File: config.mk
export PLATFORM = sky130hd
export DESIGN_NAME = xop_extract
export DESIGN_NICKNAME = d
export VERILOG_FILES = /design/src/rtl/xop_pkg.sv /design/src/rtl/xop_word_match.sv /design/src/rtl/xop_scan.sv /design/src/rtl/xop_sel_split.sv /design/src/rtl/xop_err_reg.sv /design/src/rtl/xop_extract.sv
export SDC_FILE = /design/constraint.sdc
export NUM_CORES = 1
export LEC_CHECK = 0
export CAP_MARGIN = 20
export CORE_MARGIN = 1
export CORE_UTILIZATION = 39
export CTS_CLUSTER_DIAMETER = 150
export CTS_CLUSTER_SIZE = 12
export DETAILED_ROUTE_END_ITERATION = 8
export PLACE_DENSITY = 0.88
export SYNTH_ARGS = -nofsm -noshare
export SYNTH_HDL_FRONTEND = slang
export SYNTH_SLANG_ARGS = --single-unit
File: constraint.sdc
create_clock -name clk_i -period 3.5 [get_ports clk_i]
set_clock_uncertainty 0.1 [all_clocks]
set_input_delay 0.525 -clock clk_i [delete_from_list [all_inputs] [get_ports clk_i]]
set_output_delay 0.525 -clock clk_i [all_outputs]
set_load 0.02 [all_outputs]
File: src/rtl/xop_pkg.sv
`timescale 1ns/1ps
package xop_pkg;
  localparam int WORD_W    = 16;
  localparam int PAYLOAD_W = 25;
  localparam int HDR_FREE  = 12;
  localparam int TAIL_FREE = 13;
  localparam int ERR_N     = 4;

  localparam logic [3:0] HDR_TAG  = 4'b0011;
  localparam logic [2:0] TAIL_TAG = 3'b101;

  typedef enum int {
    ERR_MALFORMED = 0,
    ERR_NO_PREFIX = 1,
    ERR_MULTI     = 2,
    ERR_UNMAPPED  = 3
  } err_idx_e;
endpackage

File: src/rtl/xop_word_match.sv
`timescale 1ns/1ps
module xop_word_match
  import xop_pkg::*;
(
  input  logic [WORD_W-1:0]    hdr_word_i,
  input  logic [WORD_W-1:0]    nxt_word_i,
  input  logic                 hdr_vld_i,
  input  logic                 nxt_vld_i,
  input  logic                 hdr_start_i,
  input  logic                 is_first_i,
  output logic                 ext_o,
  output logic                 bad_o,
  output logic [PAYLOAD_W-1:0] payload_o
);
  logic hdr_hit, tail_ok;

  // First-position pattern is a core opcode, not an extension.
  assign hdr_hit   = hdr_vld_i && hdr_start_i && !is_first_i &&
                     (hdr_word_i[WORD_W-1 -: 4] == HDR_TAG);
  assign tail_ok   = nxt_vld_i && (nxt_word_i[WORD_W-1 -: 3] == TAIL_TAG);
  assign ext_o     = hdr_hit && tail_ok;
  assign bad_o     = hdr_hit && !tail_ok;
  assign payload_o = {hdr_word_i[HDR_FREE-1:0], nxt_word_i[TAIL_FREE-1:0]};
endmodule

File: src/rtl/xop_scan.sv
`timescale 1ns/1ps
module xop_scan
  import xop_pkg::*;
#(
  parameter int NUM_WORDS = 8
) (
  input  logic [NUM_WORDS*WORD_W-1:0] words_i,
  input  logic [NUM_WORDS-1:0]        word_vld_i,
  input  logic [NUM_WORDS-1:0]        op_start_i,
  output logic                        found_o,
  output logic                        multi_o,
  output logic                        malformed_o,
  output logic [PAYLOAD_W-1:0]        payload_o
);
  localparam logic [NUM_WORDS-1:0] ONE = {{(NUM_WORDS-1){1'b0}}, 1'b1};

  logic [NUM_WORDS-1:0] starts, first_mask, ext, bad;
  logic [PAYLOAD_W-1:0] pay [NUM_WORDS];

  assign starts     = word_vld_i & op_start_i;
  assign first_mask = starts & ~(starts - ONE);

  for (genvar i = 0; i < NUM_WORDS; i++) begin : g_pos
    logic [WORD_W-1:0] nxt_word;
    logic              nxt_vld;
    if (i == NUM_WORDS - 1) begin : g_top
      assign nxt_word = '0;
      assign nxt_vld  = 1'b0;
    end else begin : g_mid
      assign nxt_word = words_i[(i+1)*WORD_W +: WORD_W];
      assign nxt_vld  = word_vld_i[i+1];
    end
    xop_word_match u_match (
      .hdr_word_i (words_i[i*WORD_W +: WORD_W]),
      .nxt_word_i (nxt_word),
      .hdr_vld_i  (word_vld_i[i]),
      .nxt_vld_i  (nxt_vld),
      .hdr_start_i(op_start_i[i]),
      .is_first_i (first_mask[i]),
      .ext_o      (ext[i]),
      .bad_o      (bad[i]),
      .payload_o  (pay[i])
    );
  end

  // Downward walk leaves the lowest-positioned opcode selected.
  always_comb begin
    payload_o = '0;
    for (int i = NUM_WORDS - 1; i >= 0; i--) begin
      if (ext[i]) payload_o = pay[i];
    end
  end

  assign found_o     = |ext;
  assign multi_o     = |(ext & (ext - ONE));
  assign malformed_o = |bad;
endmodule

File: src/rtl/xop_sel_split.sv
`timescale 1ns/1ps
module xop_sel_split
  import xop_pkg::*;
#(
  parameter int SEL_BITS  = 2,
  parameter int NUM_ACCEL = 3,
  localparam int SEL_W    = (SEL_BITS > 0) ? SEL_BITS : 1,
  localparam int INSN_W   = PAYLOAD_W - SEL_BITS
) (
  input  logic [PAYLOAD_W-1:0] payload_i,
  output logic [SEL_W-1:0]     sel_o,
  output logic [INSN_W-1:0]    insn_o,
  output logic                 mapped_o
);
  if (SEL_BITS == 0) begin : g_single
    assign sel_o    = '0;
    assign insn_o   = payload_i;
    assign mapped_o = 1'b1;
  end else begin : g_multi
    assign sel_o    = payload_i[PAYLOAD_W-1 -: SEL_BITS];
    assign insn_o   = payload_i[INSN_W-1:0];
    assign mapped_o = (32'(sel_o) < NUM_ACCEL);
  end
endmodule

File: src/rtl/xop_err_reg.sv
`timescale 1ns/1ps
module xop_err_reg #(
  parameter int N = 4
) (
  input  logic         clk_i,
  input  logic         rst_ni,
  input  logic         clr_i,
  input  logic [N-1:0] set_i,
  output logic [N-1:0] flags_o
);
  always_ff @(posedge clk_i or negedge rst_ni) begin
    if (!rst_ni) flags_o <= '0;
    else         flags_o <= (clr_i ? '0 : flags_o) | set_i;
  end

  p_sticky_r10: assert property (@(posedge clk_i) disable iff (!rst_ni)
    !clr_i |=> ((flags_o & $past(flags_o)) == $past(flags_o)));
  p_clear_r10: assert property (@(posedge clk_i) disable iff (!rst_ni)
    (clr_i && set_i == '0) |=> (flags_o == '0));
endmodule

File: src/rtl/xop_extract.sv
`timescale 1ns/1ps
module xop_extract
  import xop_pkg::*;
#(
  parameter int NUM_WORDS = 8,
  parameter int SEL_BITS  = 2,
  parameter int NUM_ACCEL = 3,
  localparam int SEL_W    = (SEL_BITS > 0) ? SEL_BITS : 1,
  localparam int INSN_W   = PAYLOAD_W - SEL_BITS
) (
  input  logic                        clk_i,
  input  logic                        rst_ni,
  input  logic                        set_valid_i,
  output logic                        set_ready_o,
  input  logic [NUM_WORDS*WORD_W-1:0] words_i,
  input  logic [NUM_WORDS-1:0]        word_vld_i,
  input  logic [NUM_WORDS-1:0]        op_start_i,
  input  logic                        prefix_i,
  input  logic                        err_clr_i,
  input  logic                        acc_ready_i,
  output logic                        acc_valid_o,
  output logic [SEL_W-1:0]            acc_sel_o,
  output logic [INSN_W-1:0]           acc_insn_o,
  output logic [ERR_N-1:0]            err_o
);
  logic                 found, multi, malformed, mapped, accept, fwd;
  logic [PAYLOAD_W-1:0] payload;
  logic [SEL_W-1:0]     sel;
  logic [INSN_W-1:0]    insn;
  logic [ERR_N-1:0]     new_err;

  xop_scan #(.NUM_WORDS(NUM_WORDS)) u_scan (
    .words_i    (words_i),
    .word_vld_i (word_vld_i),
    .op_start_i (op_start_i),
    .found_o    (found),
    .multi_o    (multi),
    .malformed_o(malformed),
    .payload_o  (payload)
  );

  xop_sel_split #(.SEL_BITS(SEL_BITS), .NUM_ACCEL(NUM_ACCEL)) u_split (
    .payload_i(payload),
    .sel_o    (sel),
    .insn_o   (insn),
    .mapped_o (mapped)
  );

  assign set_ready_o = !acc_valid_o || acc_ready_i;
  assign accept      = set_valid_i && set_ready_o;
  assign fwd         = accept && prefix_i && found && mapped;

  always_comb begin
    new_err                = '0;
    new_err[ERR_MALFORMED] = accept && malformed;
    new_err[ERR_NO_PREFIX] = accept && found && !prefix_i;
    new_err[ERR_MULTI]     = accept && prefix_i && multi;
    new_err[ERR_UNMAPPED]  = accept && prefix_i && found && !mapped;
  end

  always_ff @(posedge clk_i or negedge rst_ni) begin
    if (!rst_ni) begin
      acc_valid_o <= 1'b0;
      acc_sel_o   <= '0;
      acc_insn_o  <= '0;
    end else if (accept) begin
      acc_valid_o <= fwd;
      if (fwd) begin
        acc_sel_o  <= sel;
        acc_insn_o <= insn;
      end
    end else if (acc_ready_i) begin
      acc_valid_o <= 1'b0;
    end
  end

  xop_err_reg #(.N(ERR_N)) u_err (
    .clk_i  (clk_i),
    .rst_ni (rst_ni),
    .clr_i  (err_clr_i),
    .set_i  (new_err),
    .flags_o(err_o)
  );

  p_hold_r8: assert property (@(posedge clk_i) disable iff (!rst_ni)
    (acc_valid_o && !acc_ready_i) |=>
      (acc_valid_o && $stable(acc_sel_o) && $stable(acc_insn_o)));
  p_mapped_r7: assert property (@(posedge clk_i) disable iff (!rst_ni)
    acc_valid_o |-> (32'(acc_sel_o) < NUM_ACCEL));
  p_prefix_r5: assert property (@(posedge clk_i) disable iff (!rst_ni)
    $rose(acc_valid_o) |-> $past(set_valid_i && prefix_i));
  p_no_err_on_fwd_r1: assert property (@(posedge clk_i) disable iff (!rst_ni)
    (accept && fwd) |=> !err_o[ERR_UNMAPPED] || $past(err_o[ERR_UNMAPPED] && !err_clr_i));
endmodule

## After elaboration in Yosys (flattened, before gate mapping)

Cells that the tools add are included.

| storage, ports and cells | value |
|---|---|
| flip-flop bits (word level) | 30 |
| output and inout port bits | 31 |
| bits of input ports | 150 |
| word-level logic and storage cells | 115 |

| cells by class | value |
|---|---|
| reductions and logical operators | 78 |
| multiplexer cells | 10 |
| equality and inequality tests | 15 |
| add/sub/neg operators | 2 |
| magnitude comparators | 1 |
| bitwise gates (word level) | 5 |

Operators with widths:

| kind | count |
|---|---|
| two-way mux 25 bit | 7 |
| logical AND 1 bit | 54 |
| == test 4 x 2 -> 1 bit (second input constant) | 8 |
| == test 3 bit (second input constant) | 7 |
| zero test 1 bit | 18 |
| AND 8 bit | 2 |
| OR reduction 8 bit | 2 |
| AND 7 x 8 -> 8 bit | 1 |
| inverter 8 bit | 1 |
| subtractor 7 x 1 -> 8 bit (second input constant) | 1 |
| subtractor 8 x 1 -> 8 bit (second input constant) | 1 |
| OR reduction 7 bit | 1 |
| two-way mux 4 bit | 1 |
| OR 4 bit | 1 |
| < comparator 2 bit (second input constant) | 1 |
| two-way mux 1 bit | 2 |
| AND reduction 2 bit | 1 |
| nonzero test 2 bit | 1 |
| logical OR 1 bit | 1 |

## Longest topological paths before layout

Gate-level depths: netlist of the first run.

| depth | value |
|---|---|
| depth in word-level cells | 19 |
| depth in mapped cells | 9 |
| gate-level depth less buffers | 7 |

## Hierarchy

A second synthesis of the first run with hierarchy kept.

| second synthesis, totals | value |
|---|---|
| cell total of the unflattened synthesis | 586 |
| area, all modules | 5002.3 um^2 |

Modules (own cells, without submodules):

| module | cells an instance | times used | sequential area each (um^2) | area an instance (um^2) |
|---|---|---|---|---|
| xop_word_match | 30 | 8 | 0.0 | 237.7 |
| xop_scan | 248 | 1 | 0.0 | 1679.1 |
| xop_extract | 63 | 1 | 650.6 | 1096.1 |
| xop_sel_split | 26 | 1 | 0.0 | 191.4 |
| xop_err_reg | 9 | 1 | 100.1 | 133.9 |

## Least setup slack after synthesis of the first run

OpenSTA, ideal clock, no wires.

| timing | value |
|---|---|
| path type | input-to-reg |
| from | input port word_vld_i[0] |
| to | register acc_insn_o[12] |
| stages | 9 |
| data required time | 3.272 ns |
| arrival | 2.718 ns |
| library setup time | 0.128 ns |
| slack | 0.554 ns |
| path buffers | 2 |
| cell sequence | a222oi_1 > nand2_1 > and2_1 > buf_4 > nor3_2 > a21oi_1 > o31ai_4 > buf_6 > mux2_1 |

| between the ends | value |
|---|---|
| word-level cells in the longest chain between the ends | 18 |
| elaborated cells on any way between the ends | 45 |
| classes of those cells | add/sub (1); order compare (1); mux (7); bitwise (3); reduce/logical (33) |

RTL lines:

| element | line | source |
|---|---|---|
| from (decl) | xop_extract.sv:16 | `input logic [NUM_WORDS-1:0] word_vld_i,` |
| AND 8 bit | xop_scan.sv:20 | `assign starts = word_vld_i & op_start_i;` |
| subtractor 8 x 1 -> 8 bit | xop_scan.sv:21 | `assign first_mask = starts & ~(starts - ONE);` |
| inverter 8 bit | xop_scan.sv:21 |  |
| AND 8 bit | xop_scan.sv:21 |  |
| zero test 1 bit | xop_word_match.sv:18 | `assign hdr_hit = hdr_vld_i && hdr_start_i && !is_first_i &&` |
| logical AND 1 bit (2 in a row) | xop_word_match.sv:18 |  |
| logical AND 1 bit | xop_word_match.sv:21 | `assign ext_o = hdr_hit && tail_ok;` |
| two-way mux 25 bit (7 in a row) | xop_scan.sv:50 | `if (ext[i]) payload_o = pay[i];` |
| < comparator 2 bit | xop_sel_split.sv:22 | `assign mapped_o = (32'(sel_o) < NUM_ACCEL);` |
| logical AND 1 bit | xop_extract.sv:51 | `assign fwd = accept && prefix_i && found && mapped;` |
| AND reduction 2 bit (no line) | - |  |
| to (signal assigned) | xop_extract.sv:70 | `acc_insn_o <= insn;` |
| to (decl) | xop_extract.sv:23 | `output logic [INSN_W-1:0] acc_insn_o,` |

Parallel ways exist; a longest one is shown, timed or not.
A chain may end at the register's enable or synchronous reset.

## Final worst setup path of the first run

| timing | value |
|---|---|
| from | input port word_vld_i[1] |
| to | register acc_insn_o[12] |

Same word-level chain as after synthesis.

==> impl_metrics.sql, run 1 <==
INSERT INTO impl_metrics (metric_group, metric, value, unit) VALUES
('floorplanning', 'row_count', '29', ''),
('placement', 'dpl.hpwl', '8550', 'um'),
('synthesis', 'most_numerous_cell_in_the_yosys_netlist', 'sky130_fd_sc_hd__nand2_1', ''),
('synthesis', 'synth_top_cell_by_area', 'sky130_fd_sc_hd__dfrtp_1', ''),
('synthesis', 'postSynth.topFlopCell', 'sky130_fd_sc_hd__dfrtp_1', ''),
('global_routing', 'grtUsageTotal', '30.3', '%'),
('floorplanning', 'floorplan.initialDensity', '40.6', '%'),
('routing', 'wl', '10800', 'um'),
('synthesis', 'syn-num-nets', '454', ''),
('power', 'leakagePower', '1.78', 'nW'),
('clock_tree', 'cts.reportedPaths.clkPinSlew', '0.07', 'ns'),
('global_routing', 'global_route.peak_usage_layer', 'met2', ''),
('routing', 'detailedRoute.firstPassIterationCount', '5', ''),
('routing', 'route.antenna.remaining_nets', '0', ''),
('placement', 'port_buffers', '164', ''),
('finish', 'fillCellCount', '499', ''),
('floorplanning', 'floorplan.die_area', '0.00694', 'sq mm'),
('sta', 'period_share', '94.9', '%'),
('critical_path', 'largest_driver_fanout_on_the_critical_path', '24', ''),
('critical_path', 'cp.required', '3.56', 'ns'),
('synthesis', 'synth_seq_area_share', '29.1', '%'),
('routing', 'first_iter_violations', '267', ''),
('synthesis', 'ys_seq_elements', '30', ''),
('global_routing', 'met2_track_utilization_from_global_routing', '52.1', '%'),
('synthesis', 'asyncSetResetFlopFracSynth', '100', '%'),
('synthesis', 'postSynthCellCount', '304', ''),
('clock_tree', 'clk_latency', '0.28', 'ns'),
('finish', 'layout-drive-gt1-share', '8.98', '%'),
('finish', 'synthToLayoutAreaGrowth', '75.5', '%'),
('finish', 'layout.nets', '628', ''),
('floorplanning', 'die_height', '83.3', 'um'),
('finish', 'number_of_inserted_diodes', '0', ''),
('sta', 'rsz0062_at_grt', 'false', ''),
('global_routing', 'globalRouteMet1Util', '38.8', '%'),
('run', 'drv.max_cap_violation_count', '0', ''),
('global_routing', 'grt_overflow_total', '0', ''),
('routing', 'routedWlPerCell', '19.5', 'um'),
('finish', 'final_cell_count_without_fillers', '556', ''),
('synthesis', 'synth_top_cell_area_share', '29.1', '%'),
('synthesis', 'synth_enable_flop_cells', '0', ''),
('floorplanning', 'io_pins', '181', ''),
('critical_path', 'path_class', 'in -> reg', ''),
('global_routing', 'antenna_found_initial', '1', ''),
('clock_tree', 'inserted_clock_buffers', '5', ''),
('clock_tree', 'cts-root-to-sink-buffers', '2', ''),
('synthesis', 'yosys_warnings', '0', ''),
('placement', 'place.gp.congestion', '0.896', ''),
('placement', 'dpl.cell_count', '548', ''),
('sta', 'min_period', '3.32', 'ns'),
('sta', 'worst-slew-pin-transition', '0.803', 'ns'),
('global_routing', 'grt_use_met3', '5.77', '%'),
('power', 'worst_ir_drop_vdd', '305', 'uV'),
('critical_path', 'endpoint_kind', 'register', ''),
('min_path', 'worst_hold_path_type', 'reg -> reg', ''),
('synthesis', 'synth.area.top_cells', 'sky130_fd_sc_hd__dfrtp_1 (29%), sky130_fd_sc_hd__a221oi_1 (8.5%), sky130_fd_sc_hd__mux2_1 (8.3%)', ''),
('synthesis', 'avgSynthCellArea', '8.48', 'sq um'),
('placement', 'preCtsSetupSlack', '-0.0679', 'ns'),
('run_status', 'outcome', 'completed', ''),
('finish', 'multi_input_comb_area', '0.00174', 'sq mm'),
('critical_path', 'crit_arrival', '3.38', 'ns'),
('global_routing', 'grt_first_pass_wirelength', '16800', 'um'),
('power', 'p_per_area', '193', 'mW/mm^2'),
('clock_tree', 'htree_levels', '2', ''),
('finish', 'seq_area', '751', 'sq um'),
('synthesis', 'post_synth_most_frequent_cells', 'sky130_fd_sc_hd__nand2_1 (38), sky130_fd_sc_hd__nor2_1 (33), sky130_fd_sc_hd__dfrtp_1 (30)', ''),
('synthesis', 'unique_masters_post_synth', '49', ''),
('sta', 'timing_hold_violations_final', '0', ''),
('global_routing', 'via_count_of_the_first_global_routing_pass', '3373', ''),
('routing', 'route.vias.total', '3392', ''),
('synthesis', 'netlist_area', '0.00258', 'sq mm'),
('clock_tree', 'clockRootBuffer', 'sky130_fd_sc_hd__clkbuf_8', '');
==> registers in the layout, indices dropped and copies added (netlist names) <==
register       cells
acc_sel_o          2
acc_valid_o        1
acc_insn_o        23
u_err.flags_o      4
==> kinds of logic after synthesis <==
family	count (synthesis)	synth area share, %
AND/OR/NAND/NOR	122	24.0
AO/OA/AOI/OAI	103	32.0
flip-flops	30	29.1
buffers and inverters	25	4.42
multiplexers	23	10.0
adder cells (fa/ha/maj)	1	0.388
==> routing by layer <==
metal / vias to the layer above / part of all wire, %
li1: 1568 / -
met1: 1615 / 41
met2: 179 / 50
met3: 28 / 7.0
met4: 2 / 2.0
met5: - / 0.12
==> placed cells by master (no fill, tap or decap), types with 6 or more instances in the layout <==
| cell type | count |
|---|---|
| sky130_fd_sc_hd__clkbuf_8 | 6 |
| sky130_fd_sc_hd__a22o_1 | 17 |
| sky130_fd_sc_hd__nand4b_1 | 9 |
| sky130_fd_sc_hd__a31oi_1 | 15 |
| sky130_fd_sc_hd__nor3_1 | 6 |
| sky130_fd_sc_hd__nand2_1 | 38 |
| sky130_fd_sc_hd__nor2_1 | 33 |
| sky130_fd_sc_hd__nand2b_1 | 7 |
| sky130_fd_sc_hd__dfrtp_1 | 30 |
| sky130_fd_sc_hd__a221oi_1 | 25 |
| sky130_fd_sc_hd__mux2_1 | 19 |
| sky130_fd_sc_hd__a221o_1 | 8 |
| sky130_fd_sc_hd__o21ai_0 | 9 |
| sky130_fd_sc_hd__clkdlybuf4s50_1 | 164 |
| sky130_fd_sc_hd__o31ai_1 | 6 |
| sky130_fd_sc_hd__buf_4 | 22 |
==> power by group <==
group	internal, mW	switching, mW	total, mW
Sequential	0.349	0.00112	0.350
Clock	0.158	0.144	0.302
Combinational	0.151	0.0714	0.222
==> metrics by stage <==
| step | TNS [ns] | cell area (sq um) | hold WS, ns | power [mW] |
|---|---|---|---|---|
| CTS | 0 | 4520 | 0.397 | 0.875 |
| global placement | 0 | 4430 | 0.373 | 0.571 |
| global route | 0 | 4520 | 0.412 | 0.907 |
| detailed placement | -1.30 | 4430 | 0.380 | 0.576 |
| finish | 0 | 4520 | 0.393 | 0.873 |
| floorplan | 0 | 2580 | 0.129 | 0.384 |
==> critical path: stages <==
cell,delay [ns]
sky130_fd_sc_hd__clkdlybuf4s50_1,0.45
sky130_fd_sc_hd__a222oi_1,0.73
sky130_fd_sc_hd__and3_1,0.34
sky130_fd_sc_hd__a21oi_2,0.13
sky130_fd_sc_hd__a22o_1,0.26
sky130_fd_sc_hd__a21oi_1,0.29
sky130_fd_sc_hd__o31ai_4,0.12
sky130_fd_sc_hd__buf_12,0.20
sky130_fd_sc_hd__mux2_1,0.33
==> what timing repair did <==
item	4_1_cts	5_1_grt
endpoints found under the setup margin	0	4
hold endpoints to repair	0	0
gates resized for setup	0	0
buffers inserted	0	0
hold buffers	0	0
==> path summary, 6_finish.rpt <==
| path | startpoint | end | slack [ns] | cells after the start |
|---|---|---|---|---|
| min reg2reg | acc_insn_o[13]$_DFFE_PN0P_ | acc_insn_o[13]$_DFFE_PN0P_ | 0.39 | 1 |
| min | acc_insn_o[13]$_DFFE_PN0P_ | acc_insn_o[13]$_DFFE_PN0P_ | 0.39 | 1 |
| max | word_vld_i[1] | acc_insn_o[12]$_DFFE_PN0P_ | 0.18 | 9 |
| max in group asynchronous | rst_ni | acc_insn_o[5]$_DFFE_PN0P_ | 2.44 | 2 |
| min in group asynchronous | rst_ni | acc_insn_o[15]$_DFFE_PN0P_ | 0.54 | 2 |
| max reg2reg | acc_valid_o$_DFFE_PN0P_ | acc_insn_o[12]$_DFFE_PN0P_ | 1.49 | 6 |
==> cell type report <==
class	instances	area share (%)
clock buffers	6	1.83
multi-input cells	249	38.4
inverters	5	0.415
repair buffers	187	40.4
clock inverters	2	0.277
well taps	77	2.13
flip-flops and latches	30	16.6
(Power assumes the default switching activity.)
==> run 2: changes to the inputs <==
- CORE_UTILIZATION: 39 -> 25
- PLACE_DENSITY: 0.88 -> 0.61
- SETUP_SLACK_MARGIN: default -> 0.15
==> run 2 against run 1 <==
- worst hold slack lost 0.0046 ns
- cell count grew 9.5%
- register-to-register slack gained 0.04 ns
- clock power grew 19%
- non-clock buffer count shrank 3
- global-route usage shrank 10 points
- cell area grew 1.3%
- first-iteration DRC count shrank 28%
- combinational power is essentially flat
- sequential power is essentially flat
- largest cell class unchanged
- highest routed layer is now met4
- via count shrank 3.6%
==> impl_metrics.sql, run 2 (same netlist as run 1, synthesis figures left out) <==
INSERT INTO impl_metrics (metric_group, metric, value, unit) VALUES
('run_status', 'outcome', 'completed', ''),
('routing', 'routedWlPerCell', '18.2', 'um'),
('critical_path', 'critical-path-top-cell-by-count', 'sky130_fd_sc_hd__buf_4', ''),
('floorplanning', 'core_area', '0.00986', 'sq mm'),
('clock_tree', 'clockRootBuffer', 'sky130_fd_sc_hd__clkbuf_8', ''),
('placement', 'dpl.hpwl', '8720', 'um'),
('critical_path', 'timing.critical_path.cells', 'clkdlybuf4s50_1 -> a222oi_1 -> buf_4 -> nor4_4 -> a221oi_1 -> o31a_1 -> o21a_1 -> o31ai_4 -> buf_4 -> mux2_1', ''),
('sta', 'setup-violations-final', '0', ''),
('finish', 'layout.cells.most_common', 'sky130_fd_sc_hd__clkdlybuf4s50_1', ''),
('clock_tree', 'cts_tree', 'done', ''),
('global_routing', 'via_count_of_the_first_global_routing_pass', '3327', ''),
('routing', 'detailedRoute.firstPassIterationCount', '4', ''),
('clock_tree', 'inserted_clock_buffers', '5', ''),
('clock_tree', 'clk_latency', '0.28', 'ns'),
('power', 'seq_power_share', '37.6', '%'),
('critical_path', 'path_class', 'in -> reg', ''),
('power', 'p_per_area', '203', 'mW/mm^2'),
('floorplanning', 'floorplan.die_area', '0.0107', 'sq mm'),
('power', 'swShare', '23.4', '%'),
('finish', 'flip_flop_count_of_the_largest_register_after_layout', '23', ''),
('global_routing', 'grt_overflow_total', '0', ''),
('power', 'leakagePower', '1.77', 'nW'),
('finish', 'number_of_inserted_diodes', '0', ''),
('finish', 'postLayoutCellArea', '0.00458', 'sq mm'),
('finish', 'layout.nets', '625', ''),
('power', 'internal_power', '0.713', 'mW'),
('routing', 'first_iter_violations', '192', ''),
('critical_path', 'maximum_cell_stage_delay_along_the_critical_path', '0.53', 'ns'),
('routing', 'wl', '11100', 'um'),
('placement', 'port_buffers', '164', ''),
('critical_path', 'largest_driver_fanout_on_the_critical_path', '12', ''),
('floorplanning', 'floorplan.initialDensity', '26.1', '%'),
('global_routing', 'antenna_found_initial', '0', ''),
('global_routing', 'grt_first_pass_wirelength', '17300', 'um'),
('sta', 'timing_hold_violations_final', '0', ''),
('critical_path', 'crit_path_top_delay_cell', 'sky130_fd_sc_hd__clkdlybuf4s50_1', ''),
('placement', 'place.gp.congestion', '0.819', ''),
('routing', 'route.antenna.remaining_nets', '0', ''),
('clock_tree', 'htree_levels', '2', ''),
('clock_tree', 'cts_post_setup_buffers_inserted', '0', ''),
('clock_tree', 'postCtsHoldBufs', '0', ''),
('clock_tree', 'cts.reportedPaths.clkPinSlew', '0.07', 'ns'),
('sta', 'period_share', '87.0', '%'),
('finish', 'biggestRegsByFlops', 'acc_insn_o (23), u_err.flags_o (4), acc_sel_o (2)', ''),
('routing', 'number_of_vias_per_cell_after_detailed_routing', '5.37', ''),
('power', 'switching_power', '0.218', 'mW'),
('floorplanning', 'io_pins', '181', ''),
('power', 'power_frac_comb', '23.9', '%'),
('min_path', 'worst_hold_path_type', 'reg -> reg', ''),
('finish', 'register_ranked_first_by_flip_flop_count', 'acc_insn_o', ''),
('routing', 'drc', '0', ''),
('clock_tree', 'cts-root-to-sink-buffers', '2', ''),
('placement', 'postPlaceCellArea', '0.00446', 'sq mm'),
('global_routing', 'grtUsageTotal', '20.3', '%'),
('critical_path', 'cp.required', '3.57', 'ns'),
('critical_path', 'crit_arrival', '3.11', 'ns'),
('placement', 'preCtsSetupSlack', '-0.0190', 'ns'),
('power', 'worst_ir_drop_vdd', '130', 'uV'),
('global_routing', 'maximum_number_of_pins_on_one_net_before_global_route_repair', '31', ''),
('finish', 'finish.utilization', '46.4', '%'),
('finish', 'synthToLayoutAreaGrowth', '77.8', '%'),
('critical_path', 'setup.worst_path.start_class', 'input pin', ''),
('sta', 'maxSlewViolCount', '0', ''),
('critical_path', 'endpoint_kind', 'register', ''),
('clock_tree', 'clkSinkCount', '30', ''),
('sta', 'worst-slew-pin-transition', '0.667', 'ns'),
('sta', 'worst_slew_margin_relative_to_its_limit', '55.2', '%'),
('power', 'clock_power_share', '38.6', '%'),
('sta', 'post_layout_worst_setup_margin', '0.456', 'ns'),
('finish', 'final_cell_mix', 'sky130_fd_sc_hd__clkdlybuf4s50_1 (164), sky130_fd_sc_hd__nand2_1 (38), sky130_fd_sc_hd__nor2_1 (33), sky130_fd_sc_hd__dfrtp_1 (30), sky130_fd_sc_hd__a221oi_1 (25)', ''),
('floorplanning', 'die_height', '104', 'um'),
('finish', 'layout-drive-gt1-share', '7.98', '%'),
('sta', 'min_period', '3.04', 'ns'),
('sta', 'achievable-frequency', '0.329', 'GHz'),
('floorplanning', 'fp.dieW', '104', 'um'),
('run', 'drv.max_cap_violation_count', '0', ''),
('routing', 'route.vias.total', '3270', ''),
('sta', 'rsz0062_at_grt', 'false', ''),
('floorplanning', 'row_count', '36', '');
==> run 2: final timing paths <==
| path | startpoint | to | slack (ns) | cells past startpoint |
|---|---|---|---|---|
| worst max-delay path | word_vld_i[2] | acc_insn_o[20]$_DFFE_PN0P_ | 0.46 | 10 |
| max in group asynchronous | rst_ni | acc_insn_o[5]$_DFFE_PN0P_ | 2.46 | 2 |
| worst max register to register | acc_valid_o$_DFFE_PN0P_ | acc_insn_o[20]$_DFFE_PN0P_ | 1.53 | 6 |
| min in group asynchronous | rst_ni | acc_insn_o[15]$_DFFE_PN0P_ | 0.53 | 2 |
| worst min register to register | acc_insn_o[1]$_DFFE_PN0P_ | acc_insn_o[1]$_DFFE_PN0P_ | 0.39 | 1 |
| worst min-delay path | acc_insn_o[1]$_DFFE_PN0P_ | acc_insn_o[1]$_DFFE_PN0P_ | 0.39 | 1 |
==> run 2: power by group through the flow <==
stage	Clock, mW	Combinational (mW)	Sequential, mW
2_1_floorplan	0	0.0255	0.359
3_3_place_gp	0	0.218	0.356
3_5_place_dp	0	0.220	0.356
4_1_cts	0.372	0.221	0.349
5_1_grt	0.381	0.237	0.349
6_report	0.359	0.222	0.350
==> run 2: layout make-up <==
| type | count | area [sq um] |
|---|---|---|
| fillers | 940 | 5280 |
| repair buffers | 184 | 1800 |
| multi-input cells | 249 | 1740 |
| flip-flops and latches | 30 | 751 |
| well taps | 133 | 166 |
| clock buffers | 7 | 76.3 |
| clock inverters | 1 | 30.0 |
| inverters | 5 | 18.8 |
==> run 2: layer usage <==
layer	wire length [um]	track usage (%)	up-vias
met5	0	0	-
met4	323	7.04	0
met3	877	4.91	24
met2	5080	32.6	137
met1	4810	26.4	1557
li1	-	-	1552
==> run 2: worst max-delay path, delay by kind of cell <==
kind                   cells  cell delay (ns)
buffers and inverters      3             0.96
AOI/OAI and AO/OA          5             0.85
and+or+nand+nor            1             0.42
muxes                      1             0.34
==> run 2: through the flow <==
step                      instances  TNS [ns]  hold WS (ns)  power, mW
after global routing            609         0         0.410      0.968
after global placement          600         0         0.366      0.574
final                           609         0         0.388      0.930
after CTS                       608         0         0.395      0.943
after floorplan                 304         0         0.129      0.384
after detailed placement        600    -0.153         0.377      0.576
==> run 2: what timing repair did <==
| action | in CTS | in global routing |
|---|---|---|
| resized for setup | 0 | 1 |
| hold endpoints to repair | 0 | 0 |
| setup endpoints to repair | 0 | 23 |
